===== src/rtl/sys_tmr_pkg.sv =====
package sys_tmr_pkg;
    localparam int BYTE_W = 8;

    typedef struct packed {
        logic              sel_lo;
        logic              sel_hi;
        logic [BYTE_W-1:0] data;
    } lat_wr_t;
endpackage


===== src/rtl/tmr_prescale.sv =====
module tmr_prescale #(
    parameter int PRESCALE = 4
) (
    input  logic clk,
    input  logic rst_n,
    output logic tick_o
);
    localparam int PRE_W = (PRESCALE > 2) ? $clog2(PRESCALE) : 1;
    localparam logic [PRE_W-1:0] LAST = PRE_W'(PRESCALE - 1);

    typedef struct packed {
        logic [PRE_W-1:0] pre;
    } pre_st_t;

    pre_st_t st_d, st_q;

    always_comb begin
        st_d = st_q;
        if (st_q.pre == LAST) st_d.pre = '0;
        else                  st_d.pre = st_q.pre + 1'b1;
    end

    always_ff @(posedge clk) begin
        if (!rst_n) st_q <= '0;
        else        st_q <= st_d;
    end

    assign tick_o = (st_q.pre == LAST);

    // Two counting edges never occur back to back.
    p_tick_gap_r2: assert property (@(posedge clk) disable iff (!rst_n)
        tick_o |=> !tick_o);
endmodule


===== src/rtl/tmr_latch.sv =====
module tmr_latch
    import sys_tmr_pkg::*;
#(
    parameter int CNT_W = 16
) (
    input  logic             clk,
    input  logic             rst_n,
    input  lat_wr_t          wr_i,
    output logic [CNT_W-1:0] lat_o
);
    localparam int HI_W = CNT_W - BYTE_W;

    typedef struct packed {
        logic [HI_W-1:0]   hi;
        logic [BYTE_W-1:0] lo;
    } lat_st_t;

    lat_st_t st_d, st_q;

    always_comb begin
        st_d = st_q;
        if (wr_i.sel_lo) st_d.lo = wr_i.data;
        if (wr_i.sel_hi) st_d.hi = wr_i.data[HI_W-1:0];
    end

    always_ff @(posedge clk) begin
        if (!rst_n) st_q <= '0;
        else        st_q <= st_d;
    end

    assign lat_o = {st_q.hi, st_q.lo};

    p_lo_load_r3: assert property (@(posedge clk) disable iff (!rst_n)
        wr_i.sel_lo |=> lat_o[BYTE_W-1:0] == $past(wr_i.data));
    p_hi_load_r3: assert property (@(posedge clk) disable iff (!rst_n)
        wr_i.sel_hi |=> lat_o[CNT_W-1:BYTE_W] == $past(wr_i.data[HI_W-1:0]));
    p_keep_r3: assert property (@(posedge clk) disable iff (!rst_n)
        (!wr_i.sel_lo && !wr_i.sel_hi) |=> $stable(lat_o));
endmodule


===== src/rtl/tmr_count.sv =====
module tmr_count #(
    parameter int CNT_W = 16
) (
    input  logic             clk,
    input  logic             rst_n,
    input  logic             tick_i,
    input  logic [CNT_W-1:0] lat_i,
    output logic [CNT_W-1:0] cnt_o,
    output logic             wrap_o
);
    localparam logic [CNT_W-1:0] ALL_ONES = '1;

    typedef struct packed {
        logic [CNT_W-1:0] cnt;
    } cnt_st_t;

    cnt_st_t st_d, st_q;

    assign wrap_o = tick_i && (st_q.cnt == ALL_ONES);

    always_comb begin
        st_d = st_q;
        if (wrap_o)      st_d.cnt = lat_i;
        else if (tick_i) st_d.cnt = st_q.cnt + 1'b1;
    end

    always_ff @(posedge clk) begin
        if (!rst_n) st_q <= '0;
        else        st_q <= st_d;
    end

    assign cnt_o = st_q.cnt;

    p_hold_r2: assert property (@(posedge clk) disable iff (!rst_n)
        !tick_i |=> $stable(cnt_o));
    p_step_r2: assert property (@(posedge clk) disable iff (!rst_n)
        (tick_i && cnt_o != ALL_ONES) |=> cnt_o == $past(cnt_o) + 1'b1);
    p_reload_r4: assert property (@(posedge clk) disable iff (!rst_n)
        (tick_i && cnt_o == ALL_ONES) |=> cnt_o == $past(lat_i));
endmodule


===== src/rtl/tmr_flag.sv =====
module tmr_flag (
    input  logic clk,
    input  logic rst_n,
    input  logic set_i,
    input  logic clr_i,
    output logic flag_o
);
    typedef struct packed {
        logic flag;
    } flg_st_t;

    flg_st_t st_d, st_q;

    always_comb begin
        st_d = st_q;
        if (set_i)      st_d.flag = 1'b1;
        else if (clr_i) st_d.flag = 1'b0;
    end

    always_ff @(posedge clk) begin
        if (!rst_n) st_q <= '0;
        else        st_q <= st_d;
    end

    assign flag_o = st_q.flag;

    p_set_r5: assert property (@(posedge clk) disable iff (!rst_n)
        set_i |=> flag_o);
    p_clear_r6: assert property (@(posedge clk) disable iff (!rst_n)
        (clr_i && !set_i) |=> !flag_o);
    p_sticky_r6: assert property (@(posedge clk) disable iff (!rst_n)
        (!clr_i && !set_i) |=> $stable(flag_o));
endmodule


===== src/rtl/sys_tick_timer.sv =====
module sys_tick_timer
    import sys_tmr_pkg::*;
#(
    parameter int CNT_W    = 16,
    parameter int PRESCALE = 4
) (
    input  logic              clk,
    input  logic              rst_n,
    input  logic [BYTE_W-1:0] wr_data,
    input  logic              wr_lo,
    input  logic              wr_hi,
    input  logic              tmo_clr,
    output logic [BYTE_W-1:0] rd_lo,
    output logic [BYTE_W-1:0] rd_hi,
    output logic              tmo_flag,
    output logic              irq
);
    localparam int HI_W = CNT_W - BYTE_W;

    logic             tick;
    logic             wrap;
    logic [CNT_W-1:0] lat;
    logic [CNT_W-1:0] cnt;
    lat_wr_t          wr;

    assign wr = '{sel_lo: wr_lo, sel_hi: wr_hi, data: wr_data};

    tmr_prescale #(.PRESCALE(PRESCALE)) u_pre (
        .clk    (clk),
        .rst_n  (rst_n),
        .tick_o (tick)
    );

    tmr_latch #(.CNT_W(CNT_W)) u_lat (
        .clk   (clk),
        .rst_n (rst_n),
        .wr_i  (wr),
        .lat_o (lat)
    );

    tmr_count #(.CNT_W(CNT_W)) u_cnt (
        .clk    (clk),
        .rst_n  (rst_n),
        .tick_i (tick),
        .lat_i  (lat),
        .cnt_o  (cnt),
        .wrap_o (wrap)
    );

    tmr_flag u_flg (
        .clk    (clk),
        .rst_n  (rst_n),
        .set_i  (wrap),
        .clr_i  (tmo_clr),
        .flag_o (tmo_flag)
    );

    assign rd_lo = cnt[BYTE_W-1:0];
    generate
        if (HI_W == BYTE_W) begin : g_full_hi
            assign rd_hi = cnt[CNT_W-1:BYTE_W];
        end else begin : g_pad_hi
            assign rd_hi = {{(BYTE_W-HI_W){1'b0}}, cnt[CNT_W-1:BYTE_W]};
        end
    endgenerate

    assign irq = tmo_flag;

    // A wrap raises the interrupt on the next cycle.
    p_irq_follow_r5: assert property (@(posedge clk) disable iff (!rst_n)
        wrap |=> irq);
endmodule


===== config.mk =====
export PLATFORM = sky130hd
export DESIGN_NAME = sys_tick_timer
export DESIGN_NICKNAME = d
export VERILOG_FILES = /design/src/rtl/sys_tmr_pkg.sv /design/src/rtl/tmr_prescale.sv /design/src/rtl/tmr_latch.sv /design/src/rtl/tmr_count.sv /design/src/rtl/tmr_flag.sv /design/src/rtl/sys_tick_timer.sv
export SDC_FILE = /design/constraint.sdc
export NUM_CORES = 1
export LEC_CHECK = 0
export BUFFER_PORTS_ARGS = -buffer_cell sky130_fd_sc_hd__buf_2
export CAP_MARGIN = 30
export CORE_UTILIZATION = 49
export DETAILED_ROUTE_END_ITERATION = 16
export PLACE_DENSITY = 0.75
export SYNTH_ARGS = -nofsm -noshare
export SYNTH_HDL_FRONTEND = slang
export SYNTH_SLANG_ARGS = --single-unit
export TNS_END_PERCENT = 20

===== constraint.sdc =====
create_clock -name clk -period 1.7 [get_ports clk]
set_clock_uncertainty 0.2 [all_clocks]
set_input_delay 0.085 -clock clk [delete_from_list [all_inputs] [get_ports clk]]
set_output_delay 0.085 -clock clk [all_outputs]
set_load 0.03 [all_outputs]

==> results of run 1 <==
synth_stat cells, drive strengths merged, types with 7 or more instances:
master | n | area, sq um
inv | 8 | 30.03
o21ai | 7 | 35.03
nor4 | 7 | 58.81
nand2 | 10 | 37.54
nor2 | 21 | 78.83
mux2i | 17 | 170.2
o21a | 8 | 60.06
clkbuf | 7 | 26.28
dfxtp | 35 | 700.7
a21oi | 9 | 45.04
nand3 | 8 | 40.04
worst reg2reg max path, cell delays in order, from the launching register on:
cell     delay, ns
dfxtp_2       0.41
nand4_1       0.22
buf_4         0.21
nor4_2        0.34
a22oi_1       0.12
o32ai_1       0.15
metrics by stage:
step / total power, mW / std cells / TNS, ns
floorplan: 0.9692 / 180 / -0.04710
global placement: 1.010 / 263 / -0.002690
detailed placement: 1.016 / 263 / -0.4323
CTS: 1.636 / 290 / -0.009846
global route: 1.691 / 292 / -0.5594
finish: 1.629 / 292 / -0.05007
area by class of cell:
class / instances / area share
Inverter: 9 / 0.01460
Clock inverter: 1 / 0.002163
Multi-Input combinational cell: 125 / 0.3889
Clock buffer: 7 / 0.03299
Timing Repair Buffer: 71 / 0.2228
Tap cell: 44 / 0.02380
Sequential cell: 35 / 0.3148
logic make-up after synthesis:
logic type | share of synthesized area
multiplexers | 0.1054
AND/OR/NAND/NOR | 0.2271
AO/OA/AOI/OAI | 0.1612
flip-flops | 0.4341
buffers and inverters | 0.05658
adder cells (fa/ha/maj) | 0.01550
state kept, by name (all words and copies together), names as in the netlist:
register	count
u_cnt.cnt_o	16
u_flg.flag_o	1
u_pre.st_q	2
u_lat.lat_o	16
where the power goes:
group | leakage, nW | switching [mW] | internal (mW)
Combinational | 0.666 | 0.0788 | 0.0862
Sequential | 0.294 | 0.0251 | 0.848
Clock | 0.0464 | 0.302 | 0.289
Total | 1.01 | 0.406 | 1.22
what timing repair did:
action,CTS,global route
hold endpoints to repair,28,0
pin swaps,2,6
setup buffers,0,2
gates cloned,0,0
endpoints found under the setup margin,12,16
hold buffers,19,0
gates resized for setup,7,10
worst paths after layout:
path	startpoint	endpoint	slack (ns)
max reg2reg	u_cnt.cnt_o[3]$_SDFFE_PN0P_	u_cnt.cnt_o[15]$_SDFFE_PN0P_	-0.03
min reg2reg	u_pre.st_q[0]$_SDFF_PP0_	u_pre.st_q[0]$_SDFF_PP0_	0.22
min	rst_n	u_cnt.cnt_o[9]$_SDFFE_PN0P_	0.04
max	u_cnt.cnt_o[3]$_SDFFE_PN0P_	u_cnt.cnt_o[15]$_SDFFE_PN0P_	-0.03
metal layers:
metal / GRT usage / up-vias / wire length [um]
met3: 0.07424 / 16 / 335
met2: 0.4543 / 81 / 2165
li1: - / 795 / -
met4: 0.1429 / 0 / 157
met5: 0 / - / 0
met1: 0.3506 / 758 / 1883
==> flow_summary_export.csv, run 1 <==
group,metric,value,unit
run_status,status,"finished with violations",
run_status,violations,"setup timing",
routing,drc,0,
global_route,grt-ovfl-total,0,
layout,multi_input_area,899.6,sq um
place,dp_hpwl,2980,um
layout,final_area,2313,sq um
clocking,clockRootBuffer,"clkbuf_4",
setup_path,cp.arrival,1.79,ns
synthesis,ys_seq_elements,35,
timing,worstMarginPinSlew,0.4093,ns
synthesis,syn_area,1614,sq um
synthesis,ys.flop_type,"dfxtp_1",
layout,area_growth,43.33,%
timing,final-setup-viol-count,3,
place,place.gp.congestion,0.8867,
timing,fin_crit,1.735,ns
synthesis,syn_avg_cell_area,8.967,sq um
clocking,cts_buffers,5,
setup_path,path_cells,"nand4_1, buf_4, nor4_2, a22oi_1, o32ai_1",
setup_path,cp_num_cells,5,
layout,num_antenna_cells,0,
setup_path,cp_slowest_stage_delay,0.41,ns
pwr,powerDensity,704.2,nW/um^2
place,dpl_worst_slack,-0.07416,ns
die,die-area,3528,sq um
timing,max-slew-margin-rel,0.7262,
clocking,clkLatencyLatePin,0.35,ns
synthesis,syn-num-nets,195,
clocking,h-tree-depth,2,
setup_path,cp_slowest_cell,"dfxtp_2",
die,io_pins,31,
layout,seq_area,728.2,sq um
setup_path,path_buf_inv,1,
synthesis,yosys_warnings,0,
timing,setup_ws,-0.03457,ns
die,fp-row-count,20,
layout,mostFrequentLayoutCells,"buf_2 (29), nor2_1 (21), dfxtp_1 (21)",
routing,drt_first_pass_iters,4,
place,portBuffers,30,
routing,wire_per_inst,15.55,um
synthesis,synth-edff-count,0,
clocking,ctsLongestPathBuffers,2,
global_route,antenna_found_initial,0,
layout,fin_util,0.7516,
die,dieHeight,59.40,um
routing,via_count,1650,
place,place_area,1944,sq um
routing,wl,4541,um
worst_hold_path,hp-class,"input port to flop",
setup_path,rr_worst_depth,5,
layout,layout_commonest_cell,"buf_2",
synthesis,synthCells,180,
setup_path,cp-end-kind,"flop",
die,core,3078,sq um
setup_path,path_class,"flop to flop",
timing,timing_hold_violations_final,0,
setup_path,path_max_fanout,5,
timing,rsz0062_at_grt,"yes",
layout,drive_gt1_frac,0.3508,
worst_hold_path,holdPathStages,3,
synthesis,post_synth_num_cell_types,32,
clocking,clk_pin_slew_worst_paths,0.11,ns
timing,holdWs,0.04483,ns
synthesis,yosysSeqAreaShare,0.4341,
global_route,grt.total_usage,0.2837,
timing,fin_crit_sh,1.020,
global_route,grt_max_degree,22,
pwr,irDropWorstVdd,606.0,uV
setup_path,crit_required,1.75,ns
routing,viasPerCell,5.651,
layout,fillers,227,
clocking,cts_tree,"done",
clocking,cts.sinks,35,
routing,first_iter_violations,102,
die,initial_core_util,0.5244,
routing,antenna_left,0,
die,die_w,59.40,um
pwr,leakagePower,1.006,nW
global_route,grt_pass1_vias,1561,
setup_path,crit_family,"simple AND/OR/NAND/NOR gates",
setup_path,cp-start-kind,"flop",
synthesis,ys_async_sr_fraction,0,
flow_run,cap_viol_max_count,0,
timing,slew_viol_final,0,
layout,layout.nets,262,
timing,max_clock_freq,0.5765,GHz
global_route,grt_pass1_wl,7231,um
Power figures use the tool's default switching activity.
==> inputs of run 2 (changes only) <==
--- a/config.mk
+++ b/config.mk
@@ -7,9 +7,11 @@
 export LEC_CHECK = 0
 export BUFFER_PORTS_ARGS = -buffer_cell sky130_fd_sc_hd__buf_2
 export CAP_MARGIN = 30
+export CORE_MARGIN = 2
 export CORE_UTILIZATION = 49
 export DETAILED_ROUTE_END_ITERATION = 16
 export PLACE_DENSITY = 0.75
+export SKIP_CTS_REPAIR_TIMING = 1
 export SYNTH_ARGS = -nofsm -noshare
 export SYNTH_HDL_FRONTEND = slang
 export SYNTH_SLANG_ARGS = --single-unit
==> flow_summary_export.csv, run 2 (synthesis results as in run 1) <==
group,metric,value,unit
layout,multi_input_area,912.1,sq um
pwr,leakagePower,1.018,nW
timing,rsz0062_at_grt,"yes",
die,die_w,61.40,um
layout,seq_area,726.9,sq um
layout,fillers,244,
worst_hold_path,hp-class,"flop to flop",
timing,max_clock_freq,0.5736,GHz
layout,layout.nets,263,
routing,drc,0,
clocking,cts_tree,"done",
global_route,grt.total_usage,0.2400,
timing,holdWs,0.2456,ns
flow_run,cap_viol_max_count,0,
global_route,grt_util_met2,0.3936,
clocking,h-tree-depth,2,
run_status,status,"finished with violations",
layout,num_antenna_cells,0,
setup_path,cp-start-kind,"flop",
timing,final-setup-viol-count,3,
clocking,clk_pin_slew_worst_paths,0.11,ns
routing,drt_first_pass_iters,4,
routing,antenna_left,0,
global_route,grt_max_degree,22,
routing,viasPerCell,5.659,
place,place.gp.congestion,0.8781,
die,initial_core_util,0.5202,
pwr,powerDensity,734.6,nW/um^2
place,portBuffers,30,
global_route,met1_usage,0.3022,
die,core,3103,sq um
global_route,antenna_found_initial,0,
routing,via_count,1658,
layout,area_growth,44.11,%
pwr,irDropWorstVdd,701.1,uV
clocking,clkLatencyLatePin,0.35,ns
timing,slew_viol_final,0,
routing,wire_per_inst,15.70,um
clocking,cts_buffers,5,
timing,max-slew-margin-rel,0.7681,
timing,fin_crit,1.743,ns
routing,wl,4601,um
routing,first_iter_violations,125,
timing,timing_hold_violations_final,0,
global_route,grt_pass1_vias,1487,
place,dp_hpwl,3060,um
global_route,grt_pass1_wl,6555,um
global_route,busiest_layer,"met2",
run_status,violations,"setup timing",
clocking,clockRootBuffer,"clkbuf_4",
die,die-area,3769,sq um
timing,fin_crit_sh,1.026,
setup_path,path_max_fanout,5,
layout,drive_gt1_frac,0.3655,
global_route,grt_use_met3,0.07563,
die,dieHeight,61.40,um
setup_path,crit_required,1.74,ns
setup_path,cp.arrival,1.78,ns
setup_path,path_class,"flop to flop",
setup_path,cp-end-kind,"flop",
timing,worstMarginPinSlew,0.3453,ns
place,dpl_worst_slack,-0.08982,ns
global_route,grt-ovfl-total,0,
die,io_pins,31,
clocking,cts.sinks,35,
die,fp-row-count,20,
timing,setup_ws,-0.04341,ns
layout,layout_commonest_cell,"buf_2",
clocking,ctsLongestPathBuffers,2,
layout,mostFrequentLayoutCells,"buf_2 (30), buf_4 (25), nor2_1 (21)",
==> run 2: cell types whose count changed in the layout (fill, tap and decap cells not counted), moves of 2 or more <==
| cell | delta |
|---|---|
| buf_4 | +5 |
| buf_6 | -2 |
| dfxtp_2 | +2 |
| dlygate4sd3_1 | -2 |
==> run 2: routing by layer <==
metal  vias up  share of wire
met5         -              0
met4         0          0.014
met3         8          0.062
met2        76           0.50
met1       781           0.43
li1        793              -
==> run 2: report_power, final <==
part	internal [mW]	switching (mW)
Sequential	0.850	0.0285
Combinational	0.0875	0.0821
Clock	0.355	0.305
Total	1.29	0.416
==> run 2: final timing paths <==
path,cells after the start,end,slack [ns],startpoint
worst max-delay path,5,u_cnt.cnt_o[1]$_SDFFE_PN0P_,-0.04,u_cnt.cnt_o[12]$_SDFFE_PN0P_
worst min-delay path,1,u_pre.st_q[0]$_SDFF_PP0_,0.25,u_pre.st_q[0]$_SDFF_PP0_
worst max register to register,5,u_cnt.cnt_o[1]$_SDFFE_PN0P_,-0.04,u_cnt.cnt_o[12]$_SDFFE_PN0P_
worst min register to register,1,u_pre.st_q[0]$_SDFF_PP0_,0.25,u_pre.st_q[0]$_SDFF_PP0_
==> run 2: metrics by stage <==
stage	power (mW)	instance area [sq um]	setup TNS, ns	util	std cells
finish	1.709	2326	-0.06421	0.7496	293
global route	1.782	2326	-0.4368	0.7496	293
CTS	1.665	2042	-0.5714	0.6581	272
detailed placement	1.018	1952	-0.3399	0.6290	264
global placement	1.010	1952	-0.006241	0.6290	264
floorplan	0.9692	1647	-0.04710	-	180
==> run 2: critical path, cell delays in order (launching register included) <==
cell	delay (ns)
dfxtp_2	0.35
nand4_1	0.22
nor4_4	0.39
buf_4	0.19
mux2i_1	0.21
a21oi_1	0.08
==> run 2: cell type report <==
type | instances | share of cell area
Clock inverter | 2 | 0.01668
Timing Repair Buffer | 72 | 0.2184
Inverter | 9 | 0.01452
Tap cell | 44 | 0.02367
Multi-Input combinational cell | 125 | 0.3921
Clock buffer | 6 | 0.02205
Sequential cell | 35 | 0.3125
==> inputs of run 3 (changes only) <==
--- a/config.mk
+++ b/config.mk
@@ -5,11 +5,13 @@
 export SDC_FILE = /design/constraint.sdc
 export NUM_CORES = 1
 export LEC_CHECK = 0
+export ABC_AREA = 1
 export BUFFER_PORTS_ARGS = -buffer_cell sky130_fd_sc_hd__buf_2
 export CAP_MARGIN = 30
 export CORE_MARGIN = 2
-export CORE_UTILIZATION = 49
+export CORE_UTILIZATION = 50
 export DETAILED_ROUTE_END_ITERATION = 16
+export GPL_TIMING_DRIVEN = 0
 export PLACE_DENSITY = 0.75
 export SKIP_CTS_REPAIR_TIMING = 1
 export SYNTH_ARGS = -nofsm -noshare
==> flow_summary_export.csv, run 3 <==
group,metric,value,unit
routing,wl,4941,um
synthesis,synth.largest_area_cell,"dfxtp_1",
run_status,status,"finished with violations",
setup_path,r2r-end,"u_cnt.cnt_o[6]$_SDFFE_PN0P_",
layout,seq_area,720.7,sq um
synthesis,synthCells,268,
clocking,clk_pin_slew_worst_paths,0.08,ns
layout,layout.nets,353,
synthesis,ys_async_sr_fraction,0,
setup_path,r2r-start,"u_cnt.cnt_o[1]$_SDFFE_PN0P_",
layout,area_growth,38.47,%
timing,worstMarginPinSlew,0.3965,ns
synthesis,synth_commonest_cells,"nand2_1 (64), dfxtp_1 (35), nand3_1 (35)",
clocking,cts.sinks,35,
timing,timing_hold_violations_final,0,
synthesis,muxShareOfSynthArea,0,
flow_run,cap_viol_max_count,0,
synthesis,syn-num-nets,283,
setup_path,cp_common_cell,"nand2_4",
setup_path,cp-endpoint,"u_cnt.cnt_o[6]$_SDFFE_PN0P_",
timing,fin_crit,1.742,ns
synthesis,post_synth_num_cell_types,27,
pwr,internal-power,1.304,mW
synthesis,synth_top_family_by_area,"simple AND/OR/NAND/NOR gates",
place,placed_cells,346,
pwr,clock_power_share,0.395,
place,portBuffers,30,
pwr,powerDensity,671.0,nW/um^2
timing,rsz0062_at_grt,"yes",
layout,multi_input_area,993.5,sq um
timing,fin_crit_sh,1.025,
routing,wire_per_inst,12.77,um
clocking,clkLatencyLatePin,0.29,ns
synthesis,syn_area,1851,sq um
worst_hold_path,hp-class,"input port to flop",
timing,max-slew-margin-rel,0.7357,
clocking,clockRootBuffer,"clkbuf_8",
setup_path,path_cells,"ha_4, nand2_4, nor2_4, nand2_4, nor2_8, clkbuf_16, nand3b_1, nand3_1, nand2_1",
setup_path,cp-start-kind,"flop",
synthesis,ys_seq_elements,35,
setup_path,crit_required,1.69,ns
timing,slew_viol_final,0,
run_status,violations,"setup timing",
layout,num_antenna_cells,0,
setup_path,cp_slowest_stage_delay,0.37,ns
setup_path,cp.arrival,1.73,ns
synthesis,yosys_warnings,0,
die,io_pins,31,
die,die-area,4204,sq um
pwr,leakagePower,1.229,nW
routing,viasPerCell,5.044,
synthesis,synth_top_area_frac,0.3786,
synthesis,synthSimpleGateAreaFrac,0.3854,
clocking,cts_buffers,5,
global_route,grt_max_degree,12,
synthesis,synthXorXnorAreaFrac,0.01893,
layout,fillers,296,
global_route,grt_pass1_wl,7155,um
clocking,cts_tree,"done",
synthesis,synth_compound_area_frac,0.09736,
routing,first_iter_violations,168,
pwr,seqPwrFrac,0.506,
layout,layoutNonFillerInstCount,387,
pwr,netSwitchingPower,0.4154,mW
pwr,pwr-share-comb,0.099,
timing,max_clock_freq,0.5741,GHz
die,fp-row-count,22,
synthesis,yosysSeqAreaShare,0.3786,
synthesis,yosys-top-cells-area,"dfxtp_1 (38%), nand2_1 (13%), nand3_1 (9.5%), inv_1 (6.9%), o21ai_0 (5.4%)",
global_route,grt-ovfl-total,0,
global_route,grt_pass1_vias,1603,
place,dp_hpwl,3165,um
routing,antenna_left,0,
setup_path,rrSetupSlack,-0.04,ns
pwr,p_sw_frac,0.2416,
die,core,3606,sq um
pwr,irDropWorstVdd,517.0,uV
setup_path,cp-startpoint,"u_cnt.cnt_o[1]$_SDFFE_PN0P_",
timing,final-setup-viol-count,10,
synthesis,ys.flop_type,"dfxtp_1",
synthesis,syn_avg_cell_area,6.905,sq um
clocking,h-tree-depth,2,
synthesis,synth_fa_ha_area_frac,0.01352,
setup_path,path_max_fanout,8,
place,dpl_worst_slack,-0.1090,ns
worst_hold_path,worstHoldStart,"wr_lo",
layout,final_area,2562,sq um
setup_path,cp_slowest_cell,"dfxtp_4",
layout,drive_gt1_frac,0.2596,
global_route,grt.total_usage,0.2195,
timing,fin_tns_setup,-0.1308,ns
global_route,antenna_found_initial,0,
place,place_area,2091,sq um
place,place.gp.congestion,0.8308,
layout,mostFrequentLayoutCells,"nand2_1 (64), inv_1 (34), nand3_1 (33)",
setup_path,rr_worst_depth,9,
die,die_w,64.84,um
timing,setup_ws,-0.04171,ns
setup_path,cp-end-kind,"flop",
synthesis,synth-edff-count,0,
routing,drc,0,
routing,via_count,1952,
clocking,ctsLongestPathBuffers,2,
die,initial_core_util,0.5132,
synthesis,yosysMostFrequentCell,"nand2_1",
die,dieHeight,64.84,um
routing,drt_first_pass_iters,4,
pwr,total_power,1.719,mW
layout,layout_commonest_cell,"nand2_1",
setup_path,path_class,"flop to flop",
## run 3: cells by family (layout without fill, tap and decap cells)
group	Yosys count	count (layout)
DFF	35	35
xor gates and xnor gates	4	4
adders and majority gates	2	2
AOI/OAI and AO/OA	36	36
and+or+nand+nor	147	147
buffers and inverters	44	115
## run 3: cell type report
| cell class | count | share of cell area |
|---|---|---|
| timing repair buffer | 63 | 0.1890 |
| multi-input combinational | 189 | 0.3877 |
| buffer | 9 | 0.02686 |
| clock inverter | 1 | 0.002930 |
| sequential | 35 | 0.2812 |
| inverter | 35 | 0.05127 |
| tap | 48 | 0.02344 |
| clock buffer | 7 | 0.03760 |
## run 3: worst min path at each step
stage,cells past startpoint,slack (ns),end
after floorplan,2,0.02,u_lat.lat_o[0]$_SDFFE_PN0P_
after global placement,3,0.13,u_lat.lat_o[7]$_SDFFE_PN0P_
after detailed placement,3,0.13,u_lat.lat_o[6]$_SDFFE_PN0P_
after CTS,3,-0.17,u_lat.lat_o[7]$_SDFFE_PN0P_
after global routing,4,0.05,u_lat.lat_o[1]$_SDFFE_PN0P_
final,4,0.01,u_lat.lat_o[1]$_SDFFE_PN0P_
## run 3: metrics by stage
| step | utilization | hold slack [ns] |
|---|---|---|
| after floorplan | - | 0.01991 |
| after global placement | 0.5798 | 0.1252 |
| after detailed placement | 0.5798 | 0.1319 |
| after CTS | 0.6086 | -0.1668 |
| after global routing | 0.7106 | 0.05182 |
| final | 0.7106 | 0.01210 |
## run 3: critical path, delay by kind of cell (launching register included)
kind	cells	cell delay [ns]
AND/OR/NAND/NOR	7	0.73
flip-flops	1	0.37
buffers and inverters	1	0.17
adder cells (fa/ha/maj)	1	0.16
## run 3: metal layers
layer | track usage | wire length, um | up-vias
li1 | - | - | 995
met2 | 0.3621 | 2489 | 61
met3 | 0.05556 | 309 | 5
met5 | 0 | 0 | -
met4 | 0.06649 | 42 | 0
met1 | 0.2815 | 2100 | 891
## run 3: power groups by stage
stage	Sequential [mW]	Combinational [mW]	Clock (mW)
CTS	0.867	0.118	0.684
floorplan	0.886	0.0720	0
global route	0.873	0.189	0.726
finish	0.870	0.170	0.679
global placement	0.885	0.115	0
detailed placement	0.886	0.117	0
